--- config.mk ---
export PLATFORM = sky130hd
export DESIGN_NAME = pwr_mode_ctrl
export DESIGN_NICKNAME = d
export VERILOG_FILES = /design/src/rtl/pwr_mode_pkg.sv /design/src/rtl/pmc_idle_timer.sv /design/src/rtl/pmc_lat_timer.sv /design/src/rtl/pmc_energy_acc.sv /design/src/rtl/pwr_mode_ctrl.sv
export SDC_FILE = /design/constraint.sdc
export NUM_CORES = 1
export LEC_CHECK = 0
export BUFFER_PORTS_ARGS = -buffer_cell sky130_fd_sc_hd__buf_2
export CAP_MARGIN = 25
export CORE_UTILIZATION = 45
export CTS_BUF_LIST = sky130_fd_sc_hd__clkbuf_4 sky130_fd_sc_hd__clkbuf_8
export DETAILED_ROUTE_END_ITERATION = 10
export PLACE_DENSITY = 0.7
export SLEW_MARGIN = 20
export SYNTH_ARGS = -nofsm -noshare
export SYNTH_HDL_FRONTEND = slang
export SYNTH_SLANG_ARGS = --single-unit
--- constraint.sdc ---
create_clock -name clk_i -period 3 [get_ports clk_i]
set_input_delay 0.45 -clock clk_i [delete_from_list [all_inputs] [get_ports clk_i]]
set_output_delay 0.45 -clock clk_i [all_outputs]
set_load 0.02 [all_outputs]
--- src/rtl/pwr_mode_pkg.sv ---
package pwr_mode_pkg;

  typedef enum logic [2:0] {
    PS_RUN, PS_SHUT_STBY, PS_STBY, PS_SHUT_SLP, PS_SLEEP, PS_WAKE_STBY, PS_WAKE_SLP
  } pstate_e;

  localparam logic [1:0] MODE_RUN  = 2'd0;
  localparam logic [1:0] MODE_STBY = 2'd1;
  localparam logic [1:0] MODE_SLP  = 2'd2;
  localparam logic [1:0] MODE_TRAN = 2'd3;

  function automatic int unsigned umax(input int unsigned a, input int unsigned b);
    return (a > b) ? a : b;
  endfunction

  function automatic logic [1:0] mode_of(input pstate_e s);
    case (s)
      PS_RUN:   return MODE_RUN;
      PS_STBY:  return MODE_STBY;
      PS_SLEEP: return MODE_SLP;
      default:  return MODE_TRAN;
    endcase
  endfunction

  function automatic logic is_shutdown(input pstate_e s);
    return (s == PS_SHUT_STBY) || (s == PS_SHUT_SLP);
  endfunction

endpackage

--- src/rtl/pmc_idle_timer.sv ---
module pmc_idle_timer #(
  parameter int CNT_W = 8
) (
  input  logic         clk_i,
  input  logic         rst_ni,
  input  logic         en_i,
  input  logic         idle_i,
  output logic [CNT_W:0] streak_o
);
  logic [CNT_W-1:0] cnt_q;

  // streak including the present cycle
  assign streak_o = (en_i && idle_i) ? ({1'b0, cnt_q} + 1'b1) : '0;

  always_ff @(posedge clk_i or negedge rst_ni) begin
    if (!rst_ni)                 cnt_q <= '0;
    else if (!en_i || !idle_i)   cnt_q <= '0;
    else if (cnt_q != '1)        cnt_q <= cnt_q + 1'b1;
  end
endmodule

--- src/rtl/pmc_lat_timer.sv ---
module pmc_lat_timer #(
  parameter int W = 8
) (
  input  logic         clk_i,
  input  logic         rst_ni,
  input  logic         load_i,
  input  logic [W-1:0] val_i,
  output logic         done_o
);
  logic [W-1:0] cnt_q;

  assign done_o = (cnt_q == '0);

  always_ff @(posedge clk_i or negedge rst_ni) begin
    if (!rst_ni)            cnt_q <= '0;
    else if (load_i)        cnt_q <= val_i;
    else if (cnt_q != '0)   cnt_q <= cnt_q - 1'b1;
  end
endmodule

--- src/rtl/pmc_energy_acc.sv ---
module pmc_energy_acc #(
  parameter int ACC_W = 24,
  parameter int WGT_W = 5
) (
  input  logic             clk_i,
  input  logic             rst_ni,
  input  logic             clear_i,
  input  logic [WGT_W-1:0] weight_i,
  output logic [ACC_W-1:0] acc_o
);
  logic [ACC_W:0] sum;

  assign sum = {1'b0, acc_o} + {{(ACC_W + 1 - WGT_W){1'b0}}, weight_i};

  always_ff @(posedge clk_i or negedge rst_ni) begin
    if (!rst_ni)          acc_o <= '0;
    else if (clear_i)     acc_o <= '0;
    else if (sum[ACC_W])  acc_o <= '1;
    else                  acc_o <= sum[ACC_W-1:0];
  end
endmodule

--- src/rtl/pwr_mode_ctrl.sv ---
module pwr_mode_ctrl
  import pwr_mode_pkg::*;
#(
  parameter int STBY_IDLE      = 8,
  parameter int SLEEP_IDLE     = 64,
  parameter int SHUT_STBY_LAT  = 3,
  parameter int SHUT_SLP_LAT   = 6,
  parameter int STBY_EXIT_LAT  = 1,
  parameter int SLEEP_EXIT_LAT = 16000,
  parameter int W_RUN          = 16,
  parameter int W_STBY         = 4,
  parameter int W_SLP          = 1,
  parameter int ACC_W          = 24
) (
  input  logic             clk_i,
  input  logic             rst_ni,
  input  logic             idle_i,
  input  logic             wake_i,
  input  logic             greedy_i,
  input  logic             clear_i,
  output logic [1:0]       mode_o,
  output logic             ready_o,
  output logic [ACC_W-1:0] energy_o
);
  // break-even: sleep only after idling longer than entry plus exit overhead
  localparam int SLEEP_THR = umax(SLEEP_IDLE, SHUT_SLP_LAT + SLEEP_EXIT_LAT);
  localparam int IDLE_W    = $clog2(SLEEP_THR + 1);
  localparam int LAT_MAX   = umax(umax(SHUT_STBY_LAT, SHUT_SLP_LAT),
                                  umax(STBY_EXIT_LAT, SLEEP_EXIT_LAT));
  localparam int LAT_W     = $clog2(LAT_MAX + 1);
  localparam int WGT_W     = $clog2(umax(W_RUN, umax(W_STBY, W_SLP)) + 1);

  localparam logic [IDLE_W:0]  STBY_N = (IDLE_W + 1)'(STBY_IDLE);
  localparam logic [IDLE_W:0]  SLP_N  = (IDLE_W + 1)'(SLEEP_THR);

  pstate_e           state_q, state_d;
  logic              pend_q, pend_d;
  logic [IDLE_W:0]   streak;
  logic              lat_done, lat_load;
  logic [LAT_W-1:0]  lat_val;
  logic [WGT_W-1:0]  weight;

  // named events for the checker
  logic shutting, wake_start, stby_due, sleep_due;

  function automatic logic [LAT_W-1:0] entry_lat(input pstate_e s);
    case (s)
      PS_SHUT_STBY: return LAT_W'(SHUT_STBY_LAT - 1);
      PS_SHUT_SLP:  return LAT_W'(SHUT_SLP_LAT - 1);
      PS_WAKE_STBY: return LAT_W'(STBY_EXIT_LAT - 1);
      default:      return LAT_W'(SLEEP_EXIT_LAT - 1);
    endcase
  endfunction

  function automatic logic [WGT_W-1:0] weight_of(input logic [1:0] m);
    case (m)
      MODE_STBY: return WGT_W'(W_STBY);
      MODE_SLP:  return WGT_W'(W_SLP);
      default:   return WGT_W'(W_RUN);
    endcase
  endfunction

  pmc_idle_timer #(.CNT_W(IDLE_W)) u_idle (
    .clk_i   (clk_i),
    .rst_ni  (rst_ni),
    .en_i    ((state_q == PS_RUN) || (state_q == PS_STBY)),
    .idle_i  (idle_i),
    .streak_o(streak)
  );

  pmc_lat_timer #(.W(LAT_W)) u_lat (
    .clk_i (clk_i),
    .rst_ni(rst_ni),
    .load_i(lat_load),
    .val_i (lat_val),
    .done_o(lat_done)
  );

  assign shutting   = is_shutdown(state_q);
  assign stby_due   = streak >= STBY_N;
  assign sleep_due  = (greedy_i && idle_i) || (streak >= SLP_N);
  assign wake_start = (state_q == PS_STBY || state_q == PS_SLEEP) && (wake_i || pend_q);

  always_comb begin
    state_d = state_q;
    case (state_q)
      PS_RUN: begin
        if (greedy_i && idle_i) state_d = PS_SHUT_SLP;
        else if (stby_due)      state_d = PS_SHUT_STBY;
      end
      PS_SHUT_STBY: if (lat_done) state_d = PS_STBY;
      PS_STBY: begin
        if (wake_start)     state_d = PS_WAKE_STBY;
        else if (sleep_due) state_d = PS_SHUT_SLP;
      end
      PS_SHUT_SLP: if (lat_done) state_d = PS_SLEEP;
      PS_SLEEP:    if (wake_start) state_d = PS_WAKE_SLP;
      PS_WAKE_STBY, PS_WAKE_SLP: if (lat_done) state_d = PS_RUN;
      default: state_d = PS_RUN;
    endcase
  end

  assign lat_load = (state_d != state_q) && (mode_of(state_d) == MODE_TRAN);
  assign lat_val  = entry_lat(state_d);

  always_comb begin
    pend_d = pend_q;
    if (wake_start)             pend_d = 1'b0;
    else if (shutting && wake_i) pend_d = 1'b1;
  end

  always_ff @(posedge clk_i or negedge rst_ni) begin
    if (!rst_ni) begin
      state_q <= PS_RUN;
      pend_q  <= 1'b0;
    end else begin
      state_q <= state_d;
      pend_q  <= pend_d;
    end
  end

  assign weight = weight_of(mode_of(state_q));

  pmc_energy_acc #(.ACC_W(ACC_W), .WGT_W(WGT_W)) u_acc (
    .clk_i   (clk_i),
    .rst_ni  (rst_ni),
    .clear_i (clear_i),
    .weight_i(weight),
    .acc_o   (energy_o)
  );

  assign mode_o  = mode_of(state_q);
  assign ready_o = (state_q == PS_RUN);

endmodule

# == Yosys cells after proc, flatten, opt, wreduce, memory -nomap -nowiden ==
# Index checks and enable logic that the tools add are counted.
# totals
output_inout_bits,27
wordCells,70
reg_bits,56
# op_classes
n_mux,22
n_addsub,4
eq_ne,16
reduce_logical,21
n_lt_le_gt_ge,2
# op_table
cell,n
2-to-1 mux 14 bit,4
2-to-1 mux 24 bit,2
one-hot mux 14 bit (3 select lines),1
adder 24 x 5 -> 25 bit,1
2-to-1 mux 3 bit,8
one-hot mux 3 bit (6 select lines),1
adder 14 x 1 -> 15 bit (second input constant),1
equality test 3 bit (second input constant),5
>= comparator 15 x 14 -> 1 bit (second input constant),1
>= comparator 15 x 4 -> 1 bit (second input constant),1
2-to-1 mux 15 bit,1
adder 14 x 1 -> 14 bit (second input constant),1
logical NOT 14 bit,1
inequality test 14 bit (second input constant),1
nonzero test 14 bit,1
subtractor 14 x 1 -> 14 bit (second input constant),1
equality test 3 x 2 -> 1 bit (second input constant),4
one-hot mux 2 bit (3 select lines),2
one-hot mux 5 bit (2 select lines),1
equality test 3 x 1 -> 1 bit (second input constant),2
logical NOT 3 bit,2
logical OR 1 bit,6
nonzero test 2 bit,3
logical AND 1 bit,5
other kinds (6),9

# == Depth between registers and ports, before layout ==
# logic_depth
word_depth,14
ltp_mapped,12
depth_no_buf,11

# == Modules after synthesis ==
# Synthesis repeated with hierarchy kept, for this count alone.
# unflattened
cells_unflattened,361
hier_area_um2,3631.0
# by_module_without_submodules
module,cells_each,area_each_um2,n_inst
pmc_energy_acc,142,1477.7,1
pmc_idle_timer,87,825.8,1
pmc_lat_timer,77,825.8,1
pwr_mode_ctrl,55,501.7,1

# == Least setup slack after synthesis ==
# Ideal clock, no wire load.
# synth_path
path_type,flip-flop to flip-flop
start,reg state_q[0]
end,reg u_acc.acc_o[0]
required_ns,2.864
path_slack_ns,0.319
t_arrival_ns,2.545
stages_incl_launch_ff,13
cell_sequence,dfrtp_1 -> buf_2 -> nor2_1 -> inv_1 -> nor2_1 -> ha_1 -> a21o_1 -> a31o_2 -> and3b_1 -> and3_1 -> nand2_1 -> clkbuf_1 -> a21oi_1
# synth_between
elab_chain_len,7
word_cells_on_any_way,10
# synth_lines
item,line,source
start: declaration,pwr_mode_ctrl.sv:36,"pstate_e state_q, state_d;"
start signal: assignment,pwr_mode_ctrl.sv:117,state_q <= state_d;
"equality test 3 bit, or another cell as far along",n/a,
one-hot mux 2 bit (3 select lines) (*),n/a,
named net mode_o[1],pwr_mode_ctrl.sv:21,"output logic [1:0] mode_o,"
equality test 2 bit or equality test 2 x 1 -> 1 bit (tied branches),pwr_mode_ctrl.sv:56,case (m)
one-hot mux 5 bit (2 select lines) (*),pwr_mode_ctrl.sv:56,
adder 24 x 5 -> 25 bit (*),pmc_energy_acc.sv:13,"assign sum = {1'b0, acc_o} + {{(ACC_W + 1 - WGT_W){1'b0}}, weight_i};"
2-to-1 mux 24 bit (*),pmc_energy_acc.sv:18,else if (sum[ACC_W]) acc_o <= '1;
2-to-1 mux 24 bit (*),pmc_energy_acc.sv:17,else if (clear_i) acc_o <= '0;
end signal: assignment,pmc_energy_acc.sv:19,else acc_o <= sum[ACC_W-1:0];
end: declaration,pmc_energy_acc.sv:9,output logic [ACC_W-1:0] acc_o
# The timed path passes the listed nets; every way through them passes the cells marked *.
# A chain may end at the register's enable or synchronous reset.

# == Final worst setup path ==
# layout_path
start,reg u_lat.cnt_q[0]
end,reg u_lat.cnt_q[1]
# layout_between
elab_chain_len,8
word_cells_on_any_way,21
# layout_lines
item,line,source
start: declaration,pmc_lat_timer.sv:10,logic [W-1:0] cnt_q;
start signal: assignment,pmc_lat_timer.sv:16,else if (load_i) cnt_q <= val_i;
start signal: assignment,pmc_lat_timer.sv:17,else if (cnt_q != '0) cnt_q <= cnt_q - 1'b1;
logical NOT 14 bit,pmc_lat_timer.sv:12,assign done_o = (cnt_q == '0);
"2-to-1 mux 3 bit, on equally long branches","pwr_mode_ctrl.sv:98, pwr_mode_ctrl.sv:91, pwr_mode_ctrl.sv:96",
one-hot mux 3 bit (6 select lines),pwr_mode_ctrl.sv:86,case (state_q)
"equality test 3 bit, or another cell as far along",pwr_mode_pkg.sv:17,case (s)
one-hot mux 2 bit (3 select lines),pwr_mode_pkg.sv:17,
equality test 2 bit,pwr_mode_ctrl.sv:103,assign lat_load = (state_d != state_q) && (mode_of(state_d) == MODE_TRAN);
logical AND 1 bit,pwr_mode_ctrl.sv:103,
2-to-1 mux 14 bit or nonzero test 2 bit (tied branches),n/a,
# Several ways; a longest one is shown, not always the timed one. The select of a mux whose other input is x is not followed.

==> run summary <==
After layout, the minimum clock period comes to 2.849 ns. The logs give 5156 µm for the placed wire-length estimate after detailed placement and 0 for the number of violations of the max-capacitance limit. The logs give 402 for the final net count and 702 for the layout filler cell count. For this design, the CTS-stage hold fixing added 0 buffers. The detailed router placed 2719 vias in this run.

Clock-pin slew was measured on the worst setup and hold paths at 0.10 ns. The synthesized netlist occupies a cell area of 0.003351 mm². Gates resized during post-CTS repair numbered 0. Static timing analysis puts the maximum clock frequency at 351.1 MHz. Element type at the critical path end: a register. The clock network power share came out at 0.227. The floorplan step defined a die boundary enclosing 0.007795 mm². At the later pin of the worst-skew pair, clock insertion delay measures 0.31 ns.

The final antenna-violating net count was 0; the peak supply drop was 0.2682 mV. The final count of negative-setup-slack endpoints is 0, and the post-synthesis register bit count is 56. Yosys printed 0 warnings. Main flop type after synthesis: sky130_fd_sc_hd__dfrtp_1. The number of vias per cell after detailed routing was 5.560; the total routed wirelength was 7121 µm. The number of setup buffers added after CTS is 0. Core utilization of the finished layout: 0.5206. After detailed routing, the number of remaining DRC violations is 0. The register share of total power came out at 0.417.

TritonCTS created 5 clock buffers. For the global-route usage over all layers, the log shows 0.1936. The area growth from synthesis to layout is 12.10%. The run gives 2 as the buffer depth of the longest clock path.

Routability-driven placement finished with a final weighted congestion of 0.8785. The run gives 0.4182 as the proportion of synthesized chip area in sequential cells. The logs give 489 for the post-layout instance count excluding filler cells and 482 for the number of cells in the design after placement.

The region available for standard cell placement spans 0.007214 mm². The switching power came out at 0.9063 mW. The via count of the first global-routing pass came out at 2533. The flow ran to the end, and the final reports show no timing, DRC or antenna violations. In this run the count of I/O pins placed on the die edge is 33. The first global-routing pass estimated 11860 µm of wire. The number of antenna diodes in the final layout is 0.

After technology mapping, the gate count stands at 358. The floorplan step set the die height to 88.29 µm. The number of hold violations in the final report is 0, and the width of the chip is 88.29 µm.

In this run the worst path has a maximum fanout of 7. The fraction of registers with async set/reset came out at 1.000. Fraction of layout instances using a drive strength above 1: 0.1795. The tools report the effective utilization at floorplan as 0.4644.

The max-slew headroom at the worst pin was 0.5517; the max-slew violation count was 0. The tools report the number of search-and-repair iterations in the first detailed-routing pass as 4. The clock sink total was 56. For the pin with the worst max-slew slack, the measured transition is 0.6724 ns. TritonCTS built the clock tree.

In this run, distinct cell masters in the synthesized netlist total 60. Switching part of the total: 0.3595. For this block, the initial DRC count from the detailed router was 159. The number of synthesized flops with an enable pin was 0; the required time at the endpoint of the critical path was 3.19 ns. Averaged over all synthesized cells, the footprint is 9.360 µm².

Setup repair after global routing left no endpoint under its margin. The tightest min-delay check is of the in -> async type. The logs give 0.356 for the combinational power share and 31 for the number of rows created at floorplan. The number of nets handed over by synthesis was 370.

The cell leakage power is 1.662 nW. The critical path is of the reg -> reg type. Port buffering added 32 buffers. Cell internal power dissipation: 1.615 mW. The number of H-tree levels came out at 2.

The maximum clock skew at final layout is 0.009271 ns. Adding up every negative setup slack in the final design gives 0 ns. For the worst endpoint data arrival time, the log shows 3.04 ns. The post-detailed-route wirelength per cell was 14.56 µm; the global-route congestion overflow total was 0.

STA classifies the critical path startpoint as a register. The tree is rooted in a sky130_fd_sc_hd__clkbuf_8. Dividing total power by cell area gives a power density of 671.2 mW/mm². The share of the cycle needed by the critical path after routing was 0.9495; the maximum number of pins on one net before global-route repair was 31. The tools report the initial antenna violation count as 0.
[area by class of cell]
class / instances / area (µm²) / area share
Timing Repair Buffer: 43 / 242.7 / 0.06462
Inverter: 12 / 45.04 / 0.01199
Clock inverter: 2 / 60.06 / 0.01599
Clock buffer: 5 / 68.82 / 0.01832
Multi-Input combinational cell: 272 / 1814 / 0.4830
Sequential cell: 56 / 1401 / 0.3731
Tap cell: 99 / 123.9 / 0.03298
[sequential cells by signal (all words and copies together) (netlist names)]
register and cells:
state_q 3, u_idle.cnt_q 14, pend_q 1, u_acc.acc_o 24, u_lat.cnt_q 14
[worst paths after layout]
kind | cells past startpoint | endpoint | slack (ns) | startpoint
worst min register to register | 1 | u_acc.acc_o[22]$_DFF_PN0_ | 0.56 | u_acc.acc_o[22]$_DFF_PN0_
min in group clk_i | 4 | pend_q$_DFFE_PN0P_ | 0.55 | wake_i
worst max-delay path | 9 | u_lat.cnt_q[1]$_DFFE_PN0P_ | 0.15 | u_lat.cnt_q[0]$_DFFE_PN0P_
worst max register to register | 9 | u_lat.cnt_q[1]$_DFFE_PN0P_ | 0.15 | u_lat.cnt_q[0]$_DFFE_PN0P_
worst min-delay path | 1 | u_lat.cnt_q[9]$_DFFE_PN0P_ | 0.16 | rst_ni
max in group asynchronous | 2 | u_acc.acc_o[21]$_DFF_PN0_ | 2.16 | rst_ni
[synth_stat cells (all sizes together), types with 2 or more instances]
master  count  area share
dfrtp      56        0.42
nand2      35       0.040
a21oi      34       0.051
nor2       24       0.027
xnor2      20       0.052
o21ai      18       0.029
xor2       17       0.044
nand3      16       0.029
nor3       13       0.021
inv        12       0.013
buf        11       0.019
nand4       9       0.023
clkbuf      7      0.0078
mux2i       7       0.021
o31ai       7       0.020
and3        6       0.011
ha          6       0.022
nor2b       6       0.011
nor4        6       0.020
or3         6       0.011
a31oi       4      0.0075
nor3b       4       0.010
a211oi      3      0.0067
and3b       3      0.0078
nor4b       3      0.0097
a311oi      2      0.0052
a31o        2      0.0052
and4        2      0.0052
nand2b      2      0.0037
o31a        2      0.0052
[critical path, cell delays in order (launching register included)]
cell                       delay, ns
sky130_fd_sc_hd__dfrtp_1        0.41
sky130_fd_sc_hd__inv_1          0.08
sky130_fd_sc_hd__ha_1           0.20
sky130_fd_sc_hd__or4b_1         0.50
sky130_fd_sc_hd__or4_1          0.56
sky130_fd_sc_hd__or3_1          0.48
sky130_fd_sc_hd__nand3_2        0.14
sky130_fd_sc_hd__o21ai_1        0.07
sky130_fd_sc_hd__a221oi_2       0.20
sky130_fd_sc_hd__mux2i_1        0.10
[routing by layer]
| layer | track usage | routed length [µm] | vias up |
|---|---|---|---|
| li1 | - | - | 1351 |
| met1 | 0.2677 | 3442 | 1310 |
| met2 | 0.3126 | 3341 | 53 |
| met3 | 0.03545 | 284 | 5 |
| met4 | 0.05425 | 52 | 0 |
| met5 | 0 | 0 | - |
[power groups by stage]
stage	Clock [mW]	Sequential, mW	Combinational [mW]
2_1_floorplan	0	1.05	0.676
3_3_place_gp	0	1.05	0.877
3_5_place_dp	0	1.06	0.901
4_1_cts	0.593	1.05	0.906
5_1_grt	0.613	1.07	1.02
6_report	0.573	1.05	0.898
[cells in the final DEF, fill, tap and decap left out, types with 3 or more instances in the layout]
cell                       instances
sky130_fd_sc_hd__inv_1            12
sky130_fd_sc_hd__and3b_1           3
sky130_fd_sc_hd__a21oi_1          34
sky130_fd_sc_hd__nor4_1            4
sky130_fd_sc_hd__nand3_1          14
sky130_fd_sc_hd__nor2b_1           6
sky130_fd_sc_hd__nor2_1           24
sky130_fd_sc_hd__clkbuf_8          5
sky130_fd_sc_hd__o21ai_1           5
sky130_fd_sc_hd__o31ai_1           4
sky130_fd_sc_hd__nor3_1           12
sky130_fd_sc_hd__a211oi_1          3
sky130_fd_sc_hd__a31oi_1           4
sky130_fd_sc_hd__nand4_1           7
sky130_fd_sc_hd__dfrtp_1          56
sky130_fd_sc_hd__buf_4            11
sky130_fd_sc_hd__and3_1            6
sky130_fd_sc_hd__buf_2            32
sky130_fd_sc_hd__nor3b_1           3
sky130_fd_sc_hd__xor2_1           17
sky130_fd_sc_hd__xnor2_1          20
sky130_fd_sc_hd__o31ai_2           3
sky130_fd_sc_hd__or3_1             6
sky130_fd_sc_hd__mux2i_1           7
sky130_fd_sc_hd__o21ai_0          11
sky130_fd_sc_hd__ha_1              6
sky130_fd_sc_hd__nand2_1          34
[cells by family (layout without fill, tap and decap cells)]
logic type	count (synthesis)	in the layout	share of synthesized area
AND/OR/NAND/NOR	140	140	0.2435
AO/OA/AOI/OAI	82	82	0.1576
flip-flops	56	56	0.4182
XOR/XNOR	37	37	0.09671
buffers and inverters	30	62	0.04070
multiplexers	7	7	0.02091
adder cells (fa/ha/maj)	6	6	0.02240
[stage by stage]
| stage | hold slack [ns] | setup WS [ns] | power (mW) | area (µm²) |
|---|---|---|---|---|
| CTS | 0.1792 | 0.1046 | 2.549 | 3755 |
| floorplan | 0.1544 | 0.3189 | 1.728 | 3351 |
| finish | 0.1591 | 0.1515 | 2.521 | 3756 |
| global route | 0.2147 | 0.0005469 | 2.698 | 3756 |
| global placement | 0.5177 | 0.2091 | 1.932 | 3626 |
| detailed placement | 0.5307 | 0.1288 | 1.966 | 3626 |
Note: power is estimated with default switching activity, not from simulation.
